==> config.mk <==
export PLATFORM = sky130hd
export DESIGN_NAME = rail_gate_ctrl
export DESIGN_NICKNAME = d
export VERILOG_FILES = /design/src/rtl/rgc_pkg.sv /design/src/rtl/rgc_chan.sv /design/src/rtl/rgc_seq.sv /design/src/rtl/rgc_hold.sv /design/src/rtl/rail_gate_ctrl.sv
export SDC_FILE = /design/constraint.sdc
export NUM_CORES = 1
export LEC_CHECK = 0
export BUFFER_PORTS_ARGS = -buffer_cell sky130_fd_sc_hd__buf_2
export CAP_MARGIN = 25
export CORE_MARGIN = 3
export CORE_UTILIZATION = 59
export CTS_CLUSTER_DIAMETER = 30
export CTS_CLUSTER_SIZE = 30
export DETAILED_ROUTE_END_ITERATION = 10
export PLACE_DENSITY = 0.79
export SYNTH_ARGS = -nofsm -noshare
export SYNTH_HDL_FRONTEND = slang
export SYNTH_SLANG_ARGS = --single-unit
==> constraint.sdc <==
create_clock -name clk -period 2.3 [get_ports clk]
set_input_delay 0.46 -clock clk [delete_from_list [all_inputs] [get_ports clk]]
set_output_delay 0.46 -clock clk [all_outputs]
set_load 0.05 [all_outputs]
==> src/rtl/rgc_pkg.sv <==
package rgc_pkg;
  typedef enum logic {
    MODE_RUN   = 1'b0,
    MODE_DRAIN = 1'b1
  } rgc_mode_e;
endpackage

==> src/rtl/rgc_chan.sv <==
module rgc_chan #(
  parameter int             DW  = 8,
  parameter logic [DW-1:0]  DLY = '0
) (
  input  logic clk,
  input  logic rst_n,
  input  logic kill_i,
  input  logic start_off_i,
  input  logic drain_i,
  input  logic run_en_i,
  input  logic uv_ok_i,
  output logic gate_o,
  output logic idle_o
);
  localparam logic [DW-1:0] ONE = {{(DW-1){1'b0}}, 1'b1};

  logic          gate_q, gate_d;
  logic [DW-1:0] cnt_q, cnt_d;

  always_comb begin
    gate_d = gate_q;
    cnt_d  = cnt_q;
    if (kill_i) begin
      gate_d = 1'b0;
      cnt_d  = '0;
    end else if (start_off_i) begin
      cnt_d  = DLY;
      gate_d = (DLY != '0) & gate_q & uv_ok_i;
    end else if (drain_i) begin
      if (cnt_q != '0) begin
        cnt_d  = cnt_q - ONE;
        gate_d = gate_q & uv_ok_i & (cnt_q != ONE);
      end else begin
        gate_d = 1'b0;
      end
    end else begin
      gate_d = uv_ok_i & run_en_i;
    end
  end

  always_ff @(posedge clk or negedge rst_n) begin
    if (!rst_n) begin
      gate_q <= 1'b0;
      cnt_q  <= '0;
    end else begin
      gate_q <= gate_d;
      cnt_q  <= cnt_d;
    end
  end

  assign gate_o = gate_q;
  assign idle_o = (cnt_q == '0);

  // a sagging rail never leaves its gate on past the edge
  a_r3_uv_clears: assert property (@(posedge clk) disable iff (!rst_n)
    !uv_ok_i |=> !gate_o);

  // the last counted cycle of a drain delay turns the gate off
  a_r6_expire: assert property (@(posedge clk) disable iff (!rst_n)
    (drain_i && !start_off_i && !kill_i && cnt_q == ONE) |=> !gate_o);

  generate
    if (DLY == '0) begin : g_zero
      // zero delay turns off at the start edge itself
      a_r6_zero_dly: assert property (@(posedge clk) disable iff (!rst_n)
        start_off_i |=> !gate_o);
    end
  endgenerate
endmodule

==> src/rtl/rgc_seq.sv <==
module rgc_seq
  import rgc_pkg::*;
(
  input  logic clk,
  input  logic rst_n,
  input  logic kill_i,
  input  logic en_n_i,
  input  logic quiet_i,
  output logic drain_o,
  output logic start_off_o,
  output logic run_en_o
);
  rgc_mode_e mode_q, mode_d;
  logic      en_prev_q, en_prev_d;

  assign start_off_o = (mode_q == MODE_RUN) & en_prev_q & en_n_i & ~kill_i;
  assign run_en_o    = (mode_q == MODE_RUN) & ~en_n_i;
  assign drain_o     = (mode_q == MODE_DRAIN);

  always_comb begin
    mode_d    = mode_q;
    en_prev_d = ~en_n_i;
    if (kill_i) begin
      mode_d = MODE_RUN;
    end else begin
      unique case (mode_q)
        MODE_RUN:   if (start_off_o) mode_d = MODE_DRAIN;
        MODE_DRAIN: if (quiet_i)     mode_d = MODE_RUN;
        default:    mode_d = MODE_RUN;
      endcase
    end
  end

  always_ff @(posedge clk or negedge rst_n) begin
    if (!rst_n) begin
      mode_q    <= MODE_RUN;
      en_prev_q <= 1'b0;
    end else begin
      mode_q    <= mode_d;
      en_prev_q <= en_prev_d;
    end
  end

  // a drain is only left through completion or kill
  a_r7_drain_exit: assert property (@(posedge clk) disable iff (!rst_n)
    (drain_o && !quiet_i && !kill_i) |=> drain_o);
endmodule

==> src/rtl/rgc_hold.sv <==
module rgc_hold #(
  parameter int HOLD = 20
) (
  input  logic clk,
  input  logic rst_n,
  input  logic kill_i,
  input  logic qual_i,
  output logic pgood_o
);
  localparam int HW = $clog2(HOLD + 1);
  localparam logic [HW-1:0] LAST = HW'(HOLD - 1);

  logic [HW-1:0] cnt_q, cnt_d;
  logic          pg_q, pg_d;

  always_comb begin
    cnt_d = cnt_q;
    pg_d  = pg_q;
    if (kill_i || !qual_i) begin
      cnt_d = '0;
      pg_d  = 1'b0;
    end else if (cnt_q == LAST) begin
      pg_d  = 1'b1;
    end else begin
      cnt_d = cnt_q + 1'b1;
    end
  end

  always_ff @(posedge clk or negedge rst_n) begin
    if (!rst_n) begin
      cnt_q <= '0;
      pg_q  <= 1'b0;
    end else begin
      cnt_q <= cnt_d;
      pg_q  <= pg_d;
    end
  end

  assign pgood_o = pg_q;

  // a broken qualification drops power-good and the count
  a_r5_restart: assert property (@(posedge clk) disable iff (!rst_n)
    !qual_i |=> (!pgood_o && cnt_q == '0));
endmodule

==> src/rtl/rail_gate_ctrl.sv <==
module rail_gate_ctrl #(
  parameter int                   NCH     = 4,
  parameter int                   DW      = 8,
  parameter int                   HOLD    = 20,
  parameter logic [NCH-1:0][DW-1:0] OFF_DLY = {8'd0, 8'd4, 8'd8, 8'd12}
) (
  input  logic           clk,
  input  logic           rst_n,
  input  logic           kill_i,
  input  logic           en_n_i,
  input  logic [NCH-1:0] uv_ok_i,
  input  logic [NCH-1:0] gate_full_i,
  input  logic [NCH-1:0] gate_low_i,
  output logic [NCH-1:0] gate_en_o,
  output logic           pgood_o
);
  logic           drain, start_off, run_en, quiet, qual;
  logic [NCH-1:0] idle;

  assign quiet = (&idle) & ~(|gate_en_o) & (&gate_low_i);
  assign qual  = run_en & (&uv_ok_i) & (&gate_en_o) & (&gate_full_i);

  rgc_seq u_seq (
    .clk         (clk),
    .rst_n       (rst_n),
    .kill_i      (kill_i),
    .en_n_i      (en_n_i),
    .quiet_i     (quiet),
    .drain_o     (drain),
    .start_off_o (start_off),
    .run_en_o    (run_en)
  );

  generate
    for (genvar g = 0; g < NCH; g++) begin : g_ch
      rgc_chan #(.DW(DW), .DLY(OFF_DLY[g])) u_ch (
        .clk         (clk),
        .rst_n       (rst_n),
        .kill_i      (kill_i),
        .start_off_i (start_off),
        .drain_i     (drain),
        .run_en_i    (run_en),
        .uv_ok_i     (uv_ok_i[g]),
        .gate_o      (gate_en_o[g]),
        .idle_o      (idle[g])
      );
    end
  endgenerate

  rgc_hold #(.HOLD(HOLD)) u_hold (
    .clk     (clk),
    .rst_n   (rst_n),
    .kill_i  (kill_i),
    .qual_i  (qual),
    .pgood_o (pgood_o)
  );

  // kill clears every output at the edge
  a_r8_kill: assert property (@(posedge clk) disable iff (!rst_n)
    kill_i |=> (gate_en_o == '0 && !pgood_o));

  // enable removal drops power-good at the edge
  a_r6_pgood_drop: assert property (@(posedge clk) disable iff (!rst_n)
    en_n_i |=> !pgood_o);

  // no gate turns on while enable is inactive
  a_r9_no_rise: assert property (@(posedge clk) disable iff (!rst_n)
    en_n_i |=> ((gate_en_o & ~$past(gate_en_o)) == '0));

  // no turn-on and no power-good while draining
  a_r7_no_rise: assert property (@(posedge clk) disable iff (!rst_n)
    drain |=> ((gate_en_o & ~$past(gate_en_o)) == '0));
  a_r7_pg_low: assert property (@(posedge clk) disable iff (!rst_n)
    drain |-> !pgood_o);

  // power-good rises only after full gates were seen
  a_r4_needs_full: assert property (@(posedge clk) disable iff (!rst_n)
    $rose(pgood_o) |-> $past(&gate_full_i));
endmodule

==> results of run 1 <==
## flip-flops by register name, indices dropped and copies added, names as in the netlist
register / flops
g_ch.u_ch.cnt_q: 32
u_hold.cnt_q: 5
g_ch.u_ch.gate_o: 4
u_hold.pgood_o: 1
u_seq.drain_o: 1
u_seq.en_prev_q: 1
## critical path, cell delays in order (launching register included)
cell and delay (ps):
dfrtp_1 440, inv_1 130, ha_1 190, or4b_1 580, o21ai_1 270, mux2i_1 200
nor2b_1 130
## report_power, final
group	leakage (uW)	switching, uW	total (uW)	internal (uW)
Sequential	0.000605	39.7	846	807
Combinational	0.000617	199	342	142
Clock	0.0000455	250	495	245
## synth_stat cells, types with 4 or more instances
master	n
dfrtp_1	44
nor2_1	31
nand2_1	15
a21oi_1	14
ha_1	13
inv_1	12
xor2_1	12
nand3_1	11
clkbuf_1	9
or3_1	9
o21ai_0	8
nor4_1	6
or4_1	6
buf_4	5
nand4_1	5
a211oi_1	4
a31oi_1	4
mux2i_1	4
nor2b_1	4
nor3_1	4
nor3b_1	4
o211ai_1	4
xnor2_1	4
## per-layer routing
layer	global-route usage (%)	vias to the layer above	wire length, um
li1	-	1017	-
met1	29.95	950	2385
met2	35.10	41	2378
met3	4.628	10	243
met4	8.351	0	86
met5	0	-	0
## cells by family (layout without fill, tap and decap cells)
family | count (synthesis) | in the layout | synth area share [%]
and+or+nand+nor | 117 | 117 | 25.74
AOI/OAI and AO/OA | 48 | 48 | 12.06
DFF | 44 | 44 | 43.14
buffers and inverters | 27 | 50 | 4.755
xor gates and xnor gates | 16 | 16 | 5.490
adders and majority gates | 13 | 13 | 6.373
muxes | 6 | 6 | 2.451
## worst min path at each step
stage	start	to	slack, ps	cells past startpoint
2_1_floorplan	rst_n	g_ch[0].u_ch.cnt_q[0]	160	0
4_1_cts	rst_n	u_hold.pgood_o	250	2
3_5_place_dp	u_hold.pgood_o	u_hold.pgood_o	480	2
3_3_place_gp	u_hold.pgood_o	u_hold.pgood_o	480	2
6_report	rst_n	u_hold.cnt_q[4]	220	2
5_1_grt	rst_n	u_hold.pgood_o	270	2
## cell type report
| class | instances | share of cell area, % |
|---|---|---|
| clock buffer | 8 | 3.213 |
| inverter | 12 | 1.606 |
| multi-input combinational | 200 | 47.43 |
| sequential | 44 | 39.27 |
| tap | 50 | 2.231 |
| timing repair buffer | 30 | 6.247 |
## stage by stage
step	util, %	power [uW]	hold WS (ps)	worst slack [ps]
6_report	68.62	1683	223.6	291.8
5_1_grt	68.62	1773	270.9	117.3
4_1_cts	68.62	1698	251.0	302.8
3_5_place_dp	66.41	1201	482.4	318.2
3_3_place_gp	66.41	1193	475.3	387.6
2_1_floorplan	-	1098	164.4	482.3
==> results.yml, run 1 <==
status:
  status: "completed"
clocking:
  cts_buffers: 5
  clkLatencyLatePin_ps: 300
  post_cts_resized: 0
  cts_setup_buffers: 0
  clock_sink_count: 44
  htreeDepth: 2
  clock_path_buffers: 2
  postCtsHoldBufs: 0
  clk_pin_slew_ps: 80
  cts_tree: "done"
  cts_root_buf: "clkbuf_8"
sta:
  clock_skew_ps: 6.477
  fmax_mhz: 498.0
  slew_viol_final: 0
  min_period_ps: 2008
  max-slew-margin-rel_pct: 60.81
  hold_viol_final: 0
  setup_viol: 0
  rsz0062_at_grt: "no"
  worst_pin_slew_ps: 583.0
  totalNegativeSetupSlack_ps: 0
  fin_crit_sh_pct: 87.31
yosys:
  synth-edff-count: 0
  async_flop_share_pct: 100.0
  synth_area_leaders: "dfrtp_1, ha_1, nor2_1, xor2_1, a21oi_1"
  syn_nets: 300
  syn_area_um2: 2552
  yosys.cell_types.count: 45
  yosysWarnings: 0
  ys.flop_type: "dfrtp_1"
  yosys.area.top_type: "dfrtp_1"
  synth_top_area_share_pct: 43.14
  syn_avg_cell_area_um2: 9.419
  ys_seq_area_share_pct: 43.14
  synthCells: 271
  ys_seq_elements: 44
power:
  leakagePower_uw: 0.001267
  vdd_ir_drop_max_uv: 276.9
  power_density_nw_per_um2: 600.2
finish:
  regArea_um2: 1101
  postLayoutCellArea_um2: 2804
  multi_input_area_um2: 1330
  diodes: 0
  fin_cells: 344
  final_nets: 322
  final.fill_count: 341
  final_common_cell: "dfrtp_1"
  layout_common_cells: "dfrtp_1, nor2_1, buf_2, nand2_1, a21oi_1"
  area_delta_synth_final_pct: 9.853
  drive_above_1_share_pct: 14.97
setup_path:
  cp-start-kind: "flip-flop"
  startpoint: "g_ch[3].u_ch.cnt_q[0]"
  reg2reg_depth: 6
  critPathKind: "reg2reg"
  regToRegSetupSlack_ps: 290
  required_ps: 2530
  r2r-end: "g_ch[3].u_ch.cnt_q[1]"
  cp-end-kind: "flip-flop"
  crit_fanout: 7
  cp.arrival_ps: 2240
  endpoint: "g_ch[3].u_ch.cnt_q[1]"
  r2r-start: "g_ch[3].u_ch.cnt_q[0]"
detailed_routing:
  ant_nets: 0
  routedWlPerCell_um: 14.81
  drt_iter0_drc: 120
  drt_first_pass_iters: 4
  drt-total-wl_um: 5094
  vias: 2018
  viasPerCell: 5.866
  drc: 0
placement:
  place.port_buffers: 20
  hpwl_um: 3755
  dp_cells: 336
  gp_congestion: 0.8920
  post_dp_cell_area_um2: 2714
floorplan:
  rows: 23
  core-area_um2: 4086
  start_util_pct: 62.46
  num_io_pins: 21
  dieArea_um2: 5152
  die_width_um: 71.78
  dieHeight_um: 71.78
global_route:
  grt_pass1_wl_um: 8997
  track_usage_pct: 22.16
  gr-total-overflow: 0
  grt_max_degree: 45
  antenna_found_initial: 0
  first_global_vias: 1976
min_path:
  hp-class: "in2async"
flow_run:
  cap_violations: 0
Power figures use the tool's default switching activity.
==> run 2, diff against run 1 <==
Settings changed: CORE_UTILIZATION 59 to 30, PLACE_DENSITY 0.79 to not set, REMOVE_ABC_BUFFERS set to 1.
==> results.yml, run 2 (synthesis gave the netlist of run 1 again) <==
status:
  status: "completed"
floorplan:
  start_util_pct: 30.91
  num_io_pins: 21
  core-area_um2: 8258
  dieArea_um2: 9651
  rows: 33
  dieHeight_um: 98.24
  die_width_um: 98.24
detailed_routing:
  drt-total-wl_um: 5352
  drt_iter0_drc: 68
  viasPerCell: 5.068
  drt_first_pass_iters: 4
  vias: 2012
  ant_nets: 0
  drc: 0
  routedWlPerCell_um: 13.48
global_route:
  track_usage_pct: 11.76
  grt_pass1_wl_um: 9432
  gr-total-overflow: 0
  first_global_vias: 2037
  antenna_found_initial: 0
  grt_max_degree: 33
sta:
  setup_viol: 0
  slew_viol_final: 0
  setup_slack_ps: 249.2
  worst_pin_slew_ps: 730.9
  max-slew-margin-rel_pct: 51.27
  fin_crit_sh_pct: 89.16
  clock_skew_ps: 12.46
  fmax_mhz: 487.6
  hold_viol_final: 0
  min_period_ps: 2051
  totalNegativeSetupSlack_ps: 0
  rsz0062_at_grt: "no"
min_path:
  hp-class: "in2async"
setup_path:
  cp-end-kind: "flip-flop"
  cp-start-kind: "flip-flop"
  critPathKind: "reg2reg"
  cp.arrival_ps: 2280
  required_ps: 2530
  crit_fanout: 7
finish:
  largest_reg_flops: 32
  final_util_pct: 34.82
  final_nets: 320
  diodes: 0
  postLayoutCellArea_um2: 2875
  top_register: "g_ch.u_ch.cnt_q"
  final_common_cell: "dfrtp_1"
  area_delta_synth_final_pct: 12.65
  layout_common_cells: "dfrtp_1, nor2_1, buf_2, nand2_1, a21oi_1"
  drive_above_1_share_pct: 14.73
placement:
  gp_congestion: 0.9087
  dp_slack_ps: 272.6
  place.port_buffers: 20
  hpwl_um: 3904
  post_dp_cell_area_um2: 2768
clocking:
  cts_setup_buffers: 0
  cts_tree: "done"
  cts_root_buf: "clkbuf_8"
  post_cts_resized: 0
  clk_pin_slew_ps: 90
  clkLatencyLatePin_ps: 290
  clock_path_buffers: 2
  htreeDepth: 2
  clock_sink_count: 44
  postCtsHoldBufs: 0
  cts_buffers: 5
power:
  vdd_ir_drop_max_uv: 223.1
  leakagePower_uw: 0.001267
  power_density_nw_per_um2: 614.5
  p_total_uw: 1767
flow_run:
  cap_violations: 0
run 2: cell types whose count changed in the layout (fill, tap and decap cells not counted), sizes merged:
cell / before / now
buf: 30 / 28
bufinv: 0 / 1
clkbuf: 8 / 6
clkinv: 0 / 1
run 2: area by class of cell:
class	count	area (um^2)
clock buffer	6	72.57
clock inverter	2	35.03
timing repair buffer	28	160.2
fill	845	5383
sequential	44	1101
tap	105	131.4
multi-input combinational	200	1330
inverter	12	45.04
run 2: path summary, 6_finish.rpt:
| check | cells past startpoint | endpoint | start | slack [ps] |
|---|---|---|---|---|
| setup / recovery | 6 | g_ch[3].u_ch.cnt_q[1] | g_ch[3].u_ch.cnt_q[0] | 250 |
| hold / removal | 1 | g_ch[3].u_ch.gate_o | rst_n | 220 |
| setup reg to reg | 6 | g_ch[3].u_ch.cnt_q[1] | g_ch[3].u_ch.cnt_q[0] | 250 |
| hold reg to reg | 2 | u_hold.pgood_o | u_hold.pgood_o | 500 |
| max in group asynchronous | 2 | g_ch[1].u_ch.cnt_q[1] | rst_n | 1420 |
| min in group clk | 2 | u_seq.en_prev_q | en_n_i | 380 |
run 2: stage by stage:
stage                     hold WS [ps]  std cells
final                            216.3        397
after global routing             270.4        397
after CTS                        233.6        397
after detailed placement         482.6        389
after global placement           475.1        389
after floorplan                  164.4        256
run 2: routing by layer:
layer,global-route usage [%],vias up,wire length [um]
met5,0,-,0
met4,3.361,0,72
met3,2.929,8,278
met2,19.48,35,2409
met1,15.29,957,2592
li1,-,1012,-
run 2: report_power, final:
group / total (uW) / switching, uW / internal [uW] / leakage [uW]
clock: 581 / 258 / 323 / 0.0000552
combinational: 340 / 201 / 139 / 0.000607
sequential: 846 / 39.1 / 807 / 0.000605
run 2: worst max-delay path, cell delays in order (launching register included):
cell	delay, ps
dfrtp_1	450
inv_1	130
ha_1	200
or4b_1	580
o21ai_1	280
mux2i_1	210
nor2b_1	130
==> run 3, diff against run 2 <==
Settings changed: CELL_PAD_IN_SITES_DETAIL_PLACEMENT set to 2, CELL_PAD_IN_SITES_GLOBAL_PLACEMENT set to 2, PLACE_DENSITY_LB_ADDON set to 0.1.
==> results.yml, run 3 (synthesis gave the netlist of run 1 again) <==
status:
  status: "completed"
setup_path:
  crit_fanout: 7
  cp.arrival_ps: 2260
  cp_num_buf_inv: 1
  critPathSlowestCell: "or4b_1"
  critPathKind: "reg2reg"
  required_ps: 2540
  crit_path_cell_trace: "inv_1 > ha_1 > or4b_1 > o21ai_1 > mux2i_1 > nor2b_1"
  cpLargestDelayFamily: "simple AND/OR/NAND/NOR gates"
  cp_slowest_stage_delay_ps: 580
  cp-end-kind: "flip-flop"
  cp-start-kind: "flip-flop"
clocking:
  cts_setup_buffers: 0
  clock_path_buffers: 2
  cts_buffers: 5
  clk_pin_slew_ps: 90
  cts_root_buf: "clkbuf_8"
  clock_sink_count: 44
  cts_tree: "done"
  htreeDepth: 2
  clkLatencyLatePin_ps: 300
power:
  leakagePower_uw: 0.001282
  power_density_nw_per_um2: 591.9
  vdd_ir_drop_max_uv: 188.7
finish:
  final_nets: 326
  area_delta_synth_final_pct: 13.63
  final_common_cell: "dfrtp_1"
  top_register: "g_ch.u_ch.cnt_q"
  largest_reg_flops: 32
  layout_common_cells: "dfrtp_1, nor2_1, buf_2, nand2_1"
  diodes: 0
  drive_above_1_share_pct: 16.84
  final.fill_count: 952
sta:
  worst_pin_slew_ps: 649.4
  setup_slack_ps: 275.1
  setup_viol: 0
  fmax_mhz: 493.8
  min_period_ps: 2025
  clock_skew_ps: 4.552
  fin_crit_sh_pct: 88.04
  hold_viol_final: 0
  rsz0062_at_grt: "no"
  totalNegativeSetupSlack_ps: 0
  slew_viol_final: 0
  max-slew-margin-rel_pct: 56.16
min_path:
  hp-class: "in2async"
detailed_routing:
  viasPerCell: 5.226
  ant_nets: 0
  routedWlPerCell_um: 17.71
  vias: 2101
  drc: 0
  drt_iter0_drc: 42
  drt-total-wl_um: 7119
  drt_first_pass_iters: 4
floorplan:
  dieHeight_um: 98.24
  die_width_um: 98.24
  core-area_um2: 8258
  start_util_pct: 30.91
  num_io_pins: 21
  rows: 33
  dieArea_um2: 9651
global_route:
  track_usage_pct: 16.02
  grt_max_degree: 20
  grt_pass1_wl_um: 12360
  first_global_vias: 2338
  gr-total-overflow: 0
  antenna_found_initial: 0
flow_run:
  cap_violations: 0
placement:
  dp_slack_ps: 174.4
  place.port_buffers: 20
  gp_congestion: 0.7420
  hpwl_um: 5360
run 3: cell type report:
| class | count | area, um^2 | area share (%) |
|---|---|---|---|
| multi-input combinational | 200 | 1336 | 46.07 |
| sequential | 44 | 1101 | 37.96 |
| timing repair buffer | 34 | 205.2 | 7.075 |
| tap | 105 | 131.4 | 4.530 |
| clock buffer | 5 | 68.82 | 2.373 |
| inverter | 12 | 45.04 | 1.553 |
| clock inverter | 2 | 12.51 | 0.4314 |
run 3: timing repair:
action	CTS	global route
hold buffers	0	0
endpoints found under the setup margin	0	1
gates resized for setup	0	1
run 3: power by group:
| part | internal (uW) | switching, uW |
|---|---|---|
| Combinational | 152 | 224 |
| Sequential | 807 | 41.3 |
| Clock | 207 | 286 |
| Total | 1170 | 551 |
run 3: final timing paths:
path | from | endpoint | slack [ps] | cells after the start
setup / recovery | g_ch[3].u_ch.cnt_q[0] | g_ch[3].u_ch.cnt_q[1] | 280 | 6
hold / removal | rst_n | g_ch[1].u_ch.cnt_q[4] | 90 | 1
setup reg to reg | g_ch[3].u_ch.cnt_q[0] | g_ch[3].u_ch.cnt_q[1] | 280 | 6
hold reg to reg | u_hold.pgood_o | u_hold.pgood_o | 500 | 2
max in group asynchronous | rst_n | g_ch[0].u_ch.cnt_q[6] | 1610 | 2
min in group clk | en_n_i | u_seq.en_prev_q | 390 | 2
run 3: metrics by stage:
step	util (%)	hold slack, ps	power (uW)	instance area, um^2	std cells
floorplan	-	164.4	1080	2476	256
global placement	34.06	434.6	1238	2813	395
detailed placement	34.06	430.6	1244	2813	395
CTS	35.05	97.91	1753	2894	402
global route	35.12	114.9	1839	2900	402
finish	35.12	89.88	1717	2900	402
run 3: layer usage:
metal,vias up,share of wire [%],GRT usage [%]
met5,-,0,0
met4,0,1.1,4.097
met3,7,2.3,2.714
met2,20,44,25.76
met1,1059,52,22.47
li1,1015,-,-
